`config.mk`:
```
export PLATFORM = sky130hd
export DESIGN_NAME = tmr_bank
export DESIGN_NICKNAME = d
export VERILOG_FILES = /design/src/rtl/tmr_bank_pkg.sv /design/src/rtl/tmr_bank_decode.sv /design/src/rtl/tmr_bank_chan_regs.sv /design/src/rtl/tmr_bank_rd_mux.sv /design/src/rtl/tmr_bank.sv
export SDC_FILE = /design/constraint.sdc
export NUM_CORES = 1
export LEC_CHECK = 0
export BUFFER_PORTS_ARGS = -buffer_cell sky130_fd_sc_hd__buf_2
export CAP_MARGIN = 40
export CORE_MARGIN = 1.5
export CORE_UTILIZATION = 48
export DETAILED_ROUTE_END_ITERATION = 16
export HOLD_SLACK_MARGIN = 0.15
export PLACE_DENSITY_LB_ADDON = 0.15
export SLEW_MARGIN = 20
export SYNTH_ARGS = -nofsm -noshare
export SYNTH_HDL_FRONTEND = slang
export SYNTH_SLANG_ARGS = --single-unit
```
`constraint.sdc`:
```
create_clock -name clk -period 1.45 [get_ports clk]
set_input_delay 0.0725 -clock clk [delete_from_list [all_inputs] [get_ports clk]]
set_output_delay 0.0725 -clock clk [all_outputs]
set_load 0.1 [all_outputs]
```
`src/rtl/tmr_bank_pkg.sv`:
```
package tmr_bank_pkg;
  localparam int CNT_W     = 16;
  localparam int CTRL_W    = 6;
  localparam int EVCFG_W   = 3;
  localparam int FLAG_W    = 6;
  localparam int NUM_CMP   = 3;
  localparam int GRP_W     = 4;
  localparam int NUM_GRP   = 11;
  localparam logic [CTRL_W-1:0] RUN_CFG_RST = 6'h21;

  typedef enum logic [GRP_W-1:0] {
    G_CLKCFG = 4'd0,
    G_RUNCFG = 4'd1,
    G_COUNT  = 4'd2,
    G_LIMIT  = 4'd3,
    G_CMP0   = 4'd4,
    G_CMP1   = 4'd5,
    G_CMP2   = 4'd6,
    G_FLAGS  = 4'd7,
    G_FLAGEN = 4'd8,
    G_EVCFG  = 4'd9,
    G_EVCNT  = 4'd10
  } grp_e;

  localparam int CMP_BASE = int'(G_CMP0);
endpackage

```
`src/rtl/tmr_bank_decode.sv`:
```
module tmr_bank_decode
  import tmr_bank_pkg::*;
#(
  parameter int ADDR_W = 8,
  parameter int NUM_CH = 3,
  localparam int CH_W  = (NUM_CH > 1) ? $clog2(NUM_CH) : 1
) (
  input  logic [ADDR_W-1:0] addr,
  output logic              hit,
  output grp_e              grp,
  output logic [CH_W-1:0]   ch
);
  localparam int WORD_W = ADDR_W - 2;

  logic [WORD_W-1:0] word;
  logic [WORD_W-1:0] kind;

  assign word = addr[ADDR_W-1:2];

  // Interleaved layout: kind is word / NUM_CH, channel the remainder
  always_comb begin
    kind = WORD_W'(word / NUM_CH);
    ch   = CH_W'(word % NUM_CH);
    hit  = (addr[1:0] == 2'b00) && (int'(kind) < NUM_GRP);
    grp  = grp_e'(kind[GRP_W-1:0]);
  end
endmodule

```
`src/rtl/tmr_bank_chan_regs.sv`:
```
module tmr_bank_chan_regs
  import tmr_bank_pkg::*;
(
  input  logic                     clk,
  input  logic                     rst_n,
  input  logic                     wr_en,
  input  grp_e                     grp,
  input  logic [CNT_W-1:0]         wdata,
  input  logic                     flag_clr,
  input  logic [FLAG_W-1:0]        flag_set,
  output logic [CTRL_W-1:0]        clk_cfg,
  output logic [CTRL_W-1:0]        run_cfg,
  output logic [CNT_W-1:0]         limit,
  output logic [NUM_CMP*CNT_W-1:0] cmp,
  output logic [CTRL_W-1:0]        flag_en,
  output logic [EVCFG_W-1:0]       ev_cfg,
  output logic [FLAG_W-1:0]        flags,
  output logic                     irq
);
  logic [CTRL_W-1:0]  clk_cfg_q, run_cfg_q, flag_en_q;
  logic [CNT_W-1:0]   limit_q;
  logic [EVCFG_W-1:0] ev_cfg_q;
  logic [FLAG_W-1:0]  flags_q;
  logic               irq_q;

  // Configuration words with width masking; reset values
  always_ff @(posedge clk or negedge rst_n) begin
    if (!rst_n) begin
      clk_cfg_q <= '0;
      run_cfg_q <= RUN_CFG_RST;
      limit_q   <= '0;
      flag_en_q <= '0;
      ev_cfg_q  <= '0;
    end else if (wr_en) begin
      case (grp)
        G_CLKCFG: clk_cfg_q <= wdata[CTRL_W-1:0];
        G_RUNCFG: run_cfg_q <= wdata[CTRL_W-1:0];
        G_LIMIT:  limit_q   <= wdata;
        G_FLAGEN: flag_en_q <= wdata[CTRL_W-1:0];
        G_EVCFG:  ev_cfg_q  <= wdata[EVCFG_W-1:0];
        default: ;
      endcase
    end
  end

  // One compare word per compare unit
  for (genvar m = 0; m < NUM_CMP; m++) begin : g_cmp
    logic [CNT_W-1:0] cmp_q;
    always_ff @(posedge clk or negedge rst_n) begin
      if (!rst_n) begin
        cmp_q <= '0;
      end else if (wr_en && (int'(grp) == CMP_BASE + m)) begin
        cmp_q <= wdata;
      end
    end
    assign cmp[m*CNT_W +: CNT_W] = cmp_q;
  end

  // Sticky flags: cleared by a read, a set on the same edge wins
  // Writes never reach this register
  always_ff @(posedge clk or negedge rst_n) begin
    if (!rst_n) begin
      flags_q <= '0;
    end else begin
      flags_q <= (flag_clr ? '0 : flags_q) | flag_set;
    end
  end

  // Registered interrupt line
  always_ff @(posedge clk or negedge rst_n) begin
    if (!rst_n) begin
      irq_q <= 1'b0;
    end else begin
      irq_q <= |(flags_q & flag_en_q);
    end
  end

  assign clk_cfg = clk_cfg_q;
  assign run_cfg = run_cfg_q;
  assign limit   = limit_q;
  assign flag_en = flag_en_q;
  assign ev_cfg  = ev_cfg_q;
  assign flags   = flags_q;
  assign irq     = irq_q;
endmodule

```
`src/rtl/tmr_bank_rd_mux.sv`:
```
module tmr_bank_rd_mux
  import tmr_bank_pkg::*;
#(
  parameter int NUM_CH = 3,
  parameter int DATA_W = 32,
  localparam int CH_W  = (NUM_CH > 1) ? $clog2(NUM_CH) : 1
) (
  input  logic                            hit,
  input  grp_e                            grp,
  input  logic [CH_W-1:0]                 ch,
  input  logic [NUM_CH*CTRL_W-1:0]        clk_cfg_all,
  input  logic [NUM_CH*CTRL_W-1:0]        run_cfg_all,
  input  logic [NUM_CH*CNT_W-1:0]         count_all,
  input  logic [NUM_CH*CNT_W-1:0]         limit_all,
  input  logic [NUM_CH*NUM_CMP*CNT_W-1:0] cmp_all,
  input  logic [NUM_CH*FLAG_W-1:0]        flags_all,
  input  logic [NUM_CH*CTRL_W-1:0]        flag_en_all,
  input  logic [NUM_CH*EVCFG_W-1:0]       ev_cfg_all,
  input  logic [NUM_CH*CNT_W-1:0]         evcount_all,
  output logic [DATA_W-1:0]               rdata
);
  int ci;
  int mi;

  // Zero-extended read selection
  always_comb begin
    ci    = int'(ch);
    mi    = int'(grp) - CMP_BASE;
    rdata = '0;
    if (hit) begin
      case (grp)
        G_CLKCFG: rdata = DATA_W'(clk_cfg_all[ci*CTRL_W +: CTRL_W]);
        G_RUNCFG: rdata = DATA_W'(run_cfg_all[ci*CTRL_W +: CTRL_W]);
        G_COUNT:  rdata = DATA_W'(count_all[ci*CNT_W +: CNT_W]);
        G_LIMIT:  rdata = DATA_W'(limit_all[ci*CNT_W +: CNT_W]);
        G_CMP0, G_CMP1, G_CMP2:
                  rdata = DATA_W'(cmp_all[(ci*NUM_CMP + mi)*CNT_W +: CNT_W]);
        G_FLAGS:  rdata = DATA_W'(flags_all[ci*FLAG_W +: FLAG_W]);
        G_FLAGEN: rdata = DATA_W'(flag_en_all[ci*CTRL_W +: CTRL_W]);
        G_EVCFG:  rdata = DATA_W'(ev_cfg_all[ci*EVCFG_W +: EVCFG_W]);
        G_EVCNT:  rdata = DATA_W'(evcount_all[ci*CNT_W +: CNT_W]);
        default:  rdata = '0;
      endcase
    end
  end
endmodule

```
`src/rtl/tmr_bank.sv`:
```
module tmr_bank
  import tmr_bank_pkg::*;
#(
  parameter int ADDR_W  = 8,
  parameter int DATA_W  = 32,
  parameter int NUM_CH  = 3
) (
  input  logic                            clk,
  input  logic                            rst_n,
  input  logic                            req_valid,
  output logic                            req_ready,
  input  logic                            req_write,
  input  logic [ADDR_W-1:0]               req_addr,
  input  logic [DATA_W-1:0]               req_wdata,
  output logic                            rsp_valid,
  output logic [DATA_W-1:0]               rsp_rdata,
  input  logic [NUM_CH*CNT_W-1:0]         ch_count_i,
  input  logic [NUM_CH*CNT_W-1:0]         ch_evcount_i,
  input  logic [NUM_CH*FLAG_W-1:0]        ch_flag_set_i,
  output logic [NUM_CH*CTRL_W-1:0]        ch_clk_cfg_o,
  output logic [NUM_CH*CTRL_W-1:0]        ch_run_cfg_o,
  output logic [NUM_CH*CNT_W-1:0]         ch_limit_o,
  output logic [NUM_CH*NUM_CMP*CNT_W-1:0] ch_cmp_o,
  output logic [NUM_CH*EVCFG_W-1:0]       ch_ev_cfg_o,
  output logic [NUM_CH-1:0]               irq_o
);
  localparam int CH_W = (NUM_CH > 1) ? $clog2(NUM_CH) : 1;

  logic              hit;
  grp_e              grp;
  logic [CH_W-1:0]   ch;
  logic              rd_take, wr_take;
  logic [DATA_W-1:0] rd_mux;
  logic [NUM_CH*FLAG_W-1:0] flags_all;
  logic [NUM_CH*CTRL_W-1:0] flag_en_all;
  logic              rsp_valid_q;
  logic [DATA_W-1:0] rsp_rdata_q;
  logic              unused_wdata_hi;

  assign unused_wdata_hi = ^req_wdata[DATA_W-1:CNT_W];

  // Never stalls
  assign req_ready = 1'b1;
  assign rd_take   = req_valid && !req_write;
  assign wr_take   = req_valid &&  req_write && hit;

  tmr_bank_decode #(.ADDR_W(ADDR_W), .NUM_CH(NUM_CH)) u_decode (
    .addr (req_addr),
    .hit  (hit),
    .grp  (grp),
    .ch   (ch)
  );

  for (genvar c = 0; c < NUM_CH; c++) begin : g_ch
    logic sel;
    assign sel = (int'(ch) == c);

    tmr_bank_chan_regs u_regs (
      .clk      (clk),
      .rst_n    (rst_n),
      .wr_en    (wr_take && sel),
      .grp      (grp),
      .wdata    (req_wdata[CNT_W-1:0]),
      .flag_clr (rd_take && hit && sel && (grp == G_FLAGS)),
      .flag_set (ch_flag_set_i[c*FLAG_W +: FLAG_W]),
      .clk_cfg  (ch_clk_cfg_o[c*CTRL_W +: CTRL_W]),
      .run_cfg  (ch_run_cfg_o[c*CTRL_W +: CTRL_W]),
      .limit    (ch_limit_o[c*CNT_W +: CNT_W]),
      .cmp      (ch_cmp_o[c*NUM_CMP*CNT_W +: NUM_CMP*CNT_W]),
      .flag_en  (flag_en_all[c*CTRL_W +: CTRL_W]),
      .ev_cfg   (ch_ev_cfg_o[c*EVCFG_W +: EVCFG_W]),
      .flags    (flags_all[c*FLAG_W +: FLAG_W]),
      .irq      (irq_o[c])
    );
  end

  tmr_bank_rd_mux #(.NUM_CH(NUM_CH), .DATA_W(DATA_W)) u_rd_mux (
    .hit         (hit),
    .grp         (grp),
    .ch          (ch),
    .clk_cfg_all (ch_clk_cfg_o),
    .run_cfg_all (ch_run_cfg_o),
    .count_all   (ch_count_i),
    .limit_all   (ch_limit_o),
    .cmp_all     (ch_cmp_o),
    .flags_all   (flags_all),
    .flag_en_all (flag_en_all),
    .ev_cfg_all  (ch_ev_cfg_o),
    .evcount_all (ch_evcount_i),
    .rdata       (rd_mux)
  );

  // One-cycle registered read response
  always_ff @(posedge clk or negedge rst_n) begin
    if (!rst_n) begin
      rsp_valid_q <= 1'b0;
      rsp_rdata_q <= '0;
    end else begin
      rsp_valid_q <= rd_take;
      if (rd_take) rsp_rdata_q <= rd_mux;
    end
  end

  assign rsp_valid = rsp_valid_q;
  assign rsp_rdata = rsp_rdata_q;
endmodule

```
# Word level (Yosys, flattened, before mapping)
# Index checks and enable logic that the tools add are counted.
# word_totals
word_cells	120
reg_bits	309
out_inout_bits	274
# classes
n_mux	5
n_shift	9
reduce_logical	46
n_mul	2
add_sub_neg	2
bitwise_logic	6
order_cmp	1
n_div	2
eq_ne	15
# op_table
cell	n
$pmux W16 S9	1
$shiftx A144 B32 Y16	1
$shiftx A48 B7 Y16	3
$shiftx A18 B32 Y6	3
$div A6 B2 Y32 const B	1
$mod A6 B2 Y32 const B	1
$mux W32	1
$shiftx A9 B32 Y3	1
$reduce_and A2 Y1	15
$add A28 B28 Y28	1
$eq A4 B4 Y1 const B	6
$logic_and A1 B1 Y1	23
$and A6 B6 Y6	3
$mux W6	3
$or A6 B6 Y6	3
$reduce_or A6 Y1	3
$shiftx A18 B6 Y6	1
$eq A4 B3 Y1 const B	4
$eq A4 B2 Y1 const B	2
$mul A2 B2 Y4 const B	2
$lt A6 B4 Y1 const B	1
$sub A4 B3 Y5 const B	1
$eq A2 B2 Y1 const B	2
$eq A4 B1 Y1 const B	1
other kinds (4)	5

# Depth between registers and ports, before layout
# logic_depth
depth_word	8
ltp_mapped	37
ltp_nobuf	27

# Modules after synthesis
# Synthesis repeated with hierarchy kept, for this count alone.
# unflattened
cells_unflattened	1269
area_unflattened_um2	16433.3
# modules_own_cells
module	cells_per_inst	seq_area_each_um2	n_inst	area_per_inst_um2
tmr_bank_chan_regs (g_ch[1].u_regs ...)	208	2304.7	2	3532.1
tmr_bank_rd_mux	498	0.0	1	3942.5
tmr_bank_chan_regs (g_ch[0].u_regs)	208	2304.7	1	3535.9
tmr_bank	84	825.8	1	1450.1
tmr_bank_decode	63	0.0	1	440.4

# Worst setup path before layout
# OpenSTA, ideal clock, no wires.
# synth_path
kind	input port to flip-flop
startpoint	input port req_addr[6]
endpoint	register rsp_rdata_q[7] (netlist: rsp_rdata[7])
setup_slack_ns	-6.298
stages	34
setup_ns	0.135
arrival_ns	7.612
n_path_buf	12
path_cell_list	clkbuf_1 buf_2 clkbuf_1 ha_1 nand2b_1 a31oi_1 nand2_1 ha_1 nor4_4 o21a_1 buf_2 xnor2_1 ha_1 or3_1 buf_2 nor3_4 inv_2 buf_4 buf_2 clkbuf_1 ha_1 inv_1 clkbuf_1 buf_1 ha_1 ha_1 a21oi_1 xnor2_1 clkbuf_1 clkbuf_1 mux4_2 nor3b_1 nor4_1 o31ai_1
# synth_between
elab_chain_len	6
word_cells_on_any_way	25
cone_classes	add/sub: 2; mul: 1; div: 2; order compare: 1; eq/ne: 10; shift: 4; mux: 2; reduce/logical: 3
# synth_rtl
element	line_no	source
from (decl)	tmr_bank.sv:13	input logic [ADDR_W-1:0] req_addr,
$mod A6 B2 Y32 or $div A6 B2 Y32 (tied branches)	tmr_bank_decode.sv:23, tmr_bank_decode.sv:22	
$mul A2 B2 Y4 or $sub A4 B3 Y5 (tied branches)	tmr_bank_rd_mux.sv:37, tmr_bank_rd_mux.sv:28	
$add A28 B28 Y28	tmr_bank_rd_mux.sv:37	rdata = DATA_W'(cmp_all[(ci*NUM_CMP + mi)*CNT_W +: CNT_W]);
$shiftx A144 B32 Y16	tmr_bank_rd_mux.sv:37	
$pmux W16 S9	tmr_bank_rd_mux.sv:31	case (grp)
$mux W32 (*)	tmr_bank_rd_mux.sv:30	if (hit) begin
to (signal assigned)	tmr_bank.sv:100	if (rd_take) rsp_rdata_q <= rd_mux;
to (decl)	tmr_bank.sv:37	logic [DATA_W-1:0] rsp_rdata_q;
# Every way passes the cells marked *; elsewhere a longest branch is shown, timed or not.
# A chain may end at the register's enable or synchronous reset.

# Worst setup path in the final report
# layout_path
startpoint	input port req_addr[6]
endpoint	register rsp_rdata_q[9] (netlist: rsp_rdata[9])
# The elaborated chain is that of the path after synthesis.

==> flow_summary.toml <==
[placement]
io_buffer_count = 398
place_congestion = 0.979
hpwl_um = 45600
dp_slack_ns = -3.75

[timing]
tightest_slew_ns = 0.712
rsz0062_at_grt = "true"
skew_ns = 0.0143
setup_slack_ns = -3.20
setup_viol = 380
max-slew-margin-rel = 0.513
fin_crit_sh = 3.21
hold_viol = 0
drv_slew = 0
max_freq_mhz = 215
period_needed_ns = 4.65

[worst_setup_path]
crit_top_cell = "ha_4"
crit_family = "simple AND/OR/NAND/NOR gates"
worstPathRequired_ns = 1.83
critical-path-slowest-cell = "or3_4"
path_class = "in -> reg"
path_max_fanout = 6
endpoint_kind = "register"
timing.critical_path.buf_inv = 7
arrival_ns = 5.04
critical_path.startpoint_type = "input pin"
cpPeakStageDelay_ns = 0.39

[clock_network]
cts_buffer_depth = 3
clockRootBuffer = "clkbuf_16"
clk_latency_ns = 0.51
numCtsBuffers = 34
clock_sinks = 293
cts-htree-levels = 2
cts_tree = "yes"
clk_pin_slew_ns = 0.06

[layout]
area_delta_synth_final_pct = 56.3
drive_gt1_frac = 0.530
final_nets = 2386
fin_util = 0.769

[outcome]
violations = "setup timing"
outcome = "finished with violations"

[synthesis]
yosys_warnings = 0
yosysTopAreaCell = "dfrtp_1"
ys_top_cells_by_count = "287 x dfrtp_1, 240 x mux2_2, 156 x nand2_1"
netlist_top_cells_area = "dfrtp_1 46%, mux2_2 17%, nand2_1 3.7%"
syn_avg_cell_area_um2 = 10.9
synth_seq_cells = 293
yosysTopAreaCellShare = 0.459
ys_types = 76
syn_area_mm2 = 0.0156
seq_area_frac_synth = 0.469
ys_async_sr_fraction = 1.00
synth_most_common_cell = "dfrtp_1"
synthFlopType = "dfrtp_1"
synthCells = 1441
synth_edf_count = 0

[power]
power_mw = 29.1
p_leak_nw = 12.6
irDropWorstVdd_mv = 1.33
combPwrFrac = 0.404
p_clk_frac = 0.302
pwr-share-seq = 0.294
p_switching_mw = 10.6
p_per_area_mw_per_mm2 = 1190
switching_share = 0.365
cell_internal_pwr_mw = 18.5

[global_routing]
antenna_found_initial = 0
grt_pass1_wl_um = 95700
top_usage_layer = "met2"
met1_usage = 0.523
grt_overflow = 0
track_usage = 0.379
grt_use_met2 = 0.586
globalRouteMet3Util = 0.0786
grt_start_max_net_pins = 58
grt_pass1_vias = 15553

[floorplanning]
num_rows = 65
coreArea_mm2 = 0.0318
ios = 432
die_w_um = 184
dieArea_mm2 = 0.0337
start_util = 0.492
die_y_um = 184

[drt]
firstDrtPassIters = 6
drc = 0
vias = 16335
drt_iter0_drc = 1954
drtAntennaViolNets = 0
via_per_inst = 6.12
wl_per_cell_um = 25.6
finalWirelength_um = 68400

[min_path]
min_path_type = "in -> reg"

[job]
maxCapViolCount = 0
-- worst reg2reg max path: stages, from the launching register on --
cell and delay [ns]:
dfrtp_1 0.37, a22oi_1 0.09, o21ai_0 0.27, o22ai_1 0.17, a2111oi_0 0.71, buf_4 0.23, a211oi_2 0.05, o211ai_1 0.18
-- worst paths after layout --
kind                                                 from                          endpoint  slack, ns  depth (start not counted)
worst max register to register  g_ch[0].u_regs.run_cfg[3]                      rsp_rdata[3]      -0.71                          7
max in group asynchronous                           rst_n  g_ch[2].u_regs.g_cmp[0].cmp_q[9]       0.14                          4
worst max-delay path                          req_addr[6]                      rsp_rdata[9]      -3.20                         27
min in group asynchronous                           rst_n         g_ch[2].u_regs.run_cfg[4]       0.59                          3
worst min-delay path                     ch_evcount_i[23]                      rsp_rdata[7]       0.17                          5
worst min register to register              rsp_rdata[10]                     rsp_rdata[10]       0.53                          2
-- registers in the layout, indices dropped and copies added, names as in the netlist --
| signal | cells |
|---|---|
| g_ch.u_regs.ev_cfg | 9 |
| g_ch.u_regs.limit | 48 |
| g_ch.u_regs.g_cmp.cmp_q | 144 |
| g_ch.u_regs.flag_en | 18 |
| rsp_rdata | 16 |
| g_ch.u_regs.irq | 3 |
| g_ch.u_regs.run_cfg | 18 |
| rsp_valid | 1 |
| g_ch.u_regs.flags | 18 |
| g_ch.u_regs.clk_cfg | 18 |
-- through the flow --
step,cells,setup TNS [ns],cell area [µm²],hold WS [ns]
after CTS,2636,-657.05,23300,0.153
after global placement,2458,-841.56,20500,0.00910
after detailed placement,2459,-857.19,20500,0.0123
after global routing,2669,-693.08,24400,0.190
after floorplan,1456,-1017.33,16300,-0.223
final,2670,-655.64,24400,0.171
-- layout make-up --
| class | instances | area [µm²] |
|---|---|---|
| sequential | 293 | 7340 |
| fill | 2090 | 7350 |
| antenna | 1 | 2.50 |
| tap | 435 | 544 |
| clock inverter | 11 | 166 |
| multi-input combinational | 1022 | 9170 |
| timing repair buffer | 842 | 6190 |
| inverter | 17 | 68.8 |
| clock buffer | 49 | 968 |
-- cells in the final DEF, fill, tap and decap left out, types with 14 or more instances in the layout --
master         Yosys  final
a31oi_1           21     19
a21oi_1           54     50
o22ai_1           21     20
buf_12             0     28
nand2_8            0     18
dlygate4sd3_1      0     90
buf_2             30    395
o21ai_0           29     24
clkbuf_16          0     39
o21ai_1           13     16
mux2_4             0    157
a21o_1            21     21
mux2_2           240     97
or3_1             25     23
a221oi_1          25     24
nand3_1           39     38
dfrtp_1          287    287
mux2i_1           23     23
nor3_1            37     36
a22oi_1           44     37
nor2_1            38     29
conb_1             2     17
buf_4             24    293
nand4_1           14     14
nand2_1          156    127
buf_6              0     23
-- cells by family after synthesis --
kind of cell / Yosys count / synth area share
DFF: 293 / 0.469
buffers and inverters: 146 / 0.0432
adders and majority gates: 18 / 0.0144
xor gates and xnor gates: 10 / 0.00608
and+or+nand+nor: 371 / 0.117
muxes: 284 / 0.206
other: 2 / 0.000480
AOI/OAI and AO/OA: 317 / 0.143
-- timing repair --
action,CTS,global route
buffers inserted,20,32
gates cloned,7,6
resized for setup,114,197
pin swaps,35,47
setup endpoints to repair,374,412
hold buffers,90,0
hold endpoints to repair,448,0
-- per-layer routing --
layer	part of all wire	vias up
met4	0.049	0
met2	0.44	1177
met5	0	-
met1	0.40	8052
met3	0.11	210
li1	-	6896
-- power by group through the flow --
stage	sequential, mW	clock [mW]	combinational (mW)
2_1_floorplan	9.93	0	4.40
3_3_place_gp	8.66	0	9.13
3_5_place_dp	8.67	0	9.20
4_1_cts	8.52	8.83	10.6
5_1_grt	8.55	9.20	12.2
6_report	8.54	8.78	11.8
Note: power is estimated with default switching activity, not from simulation.
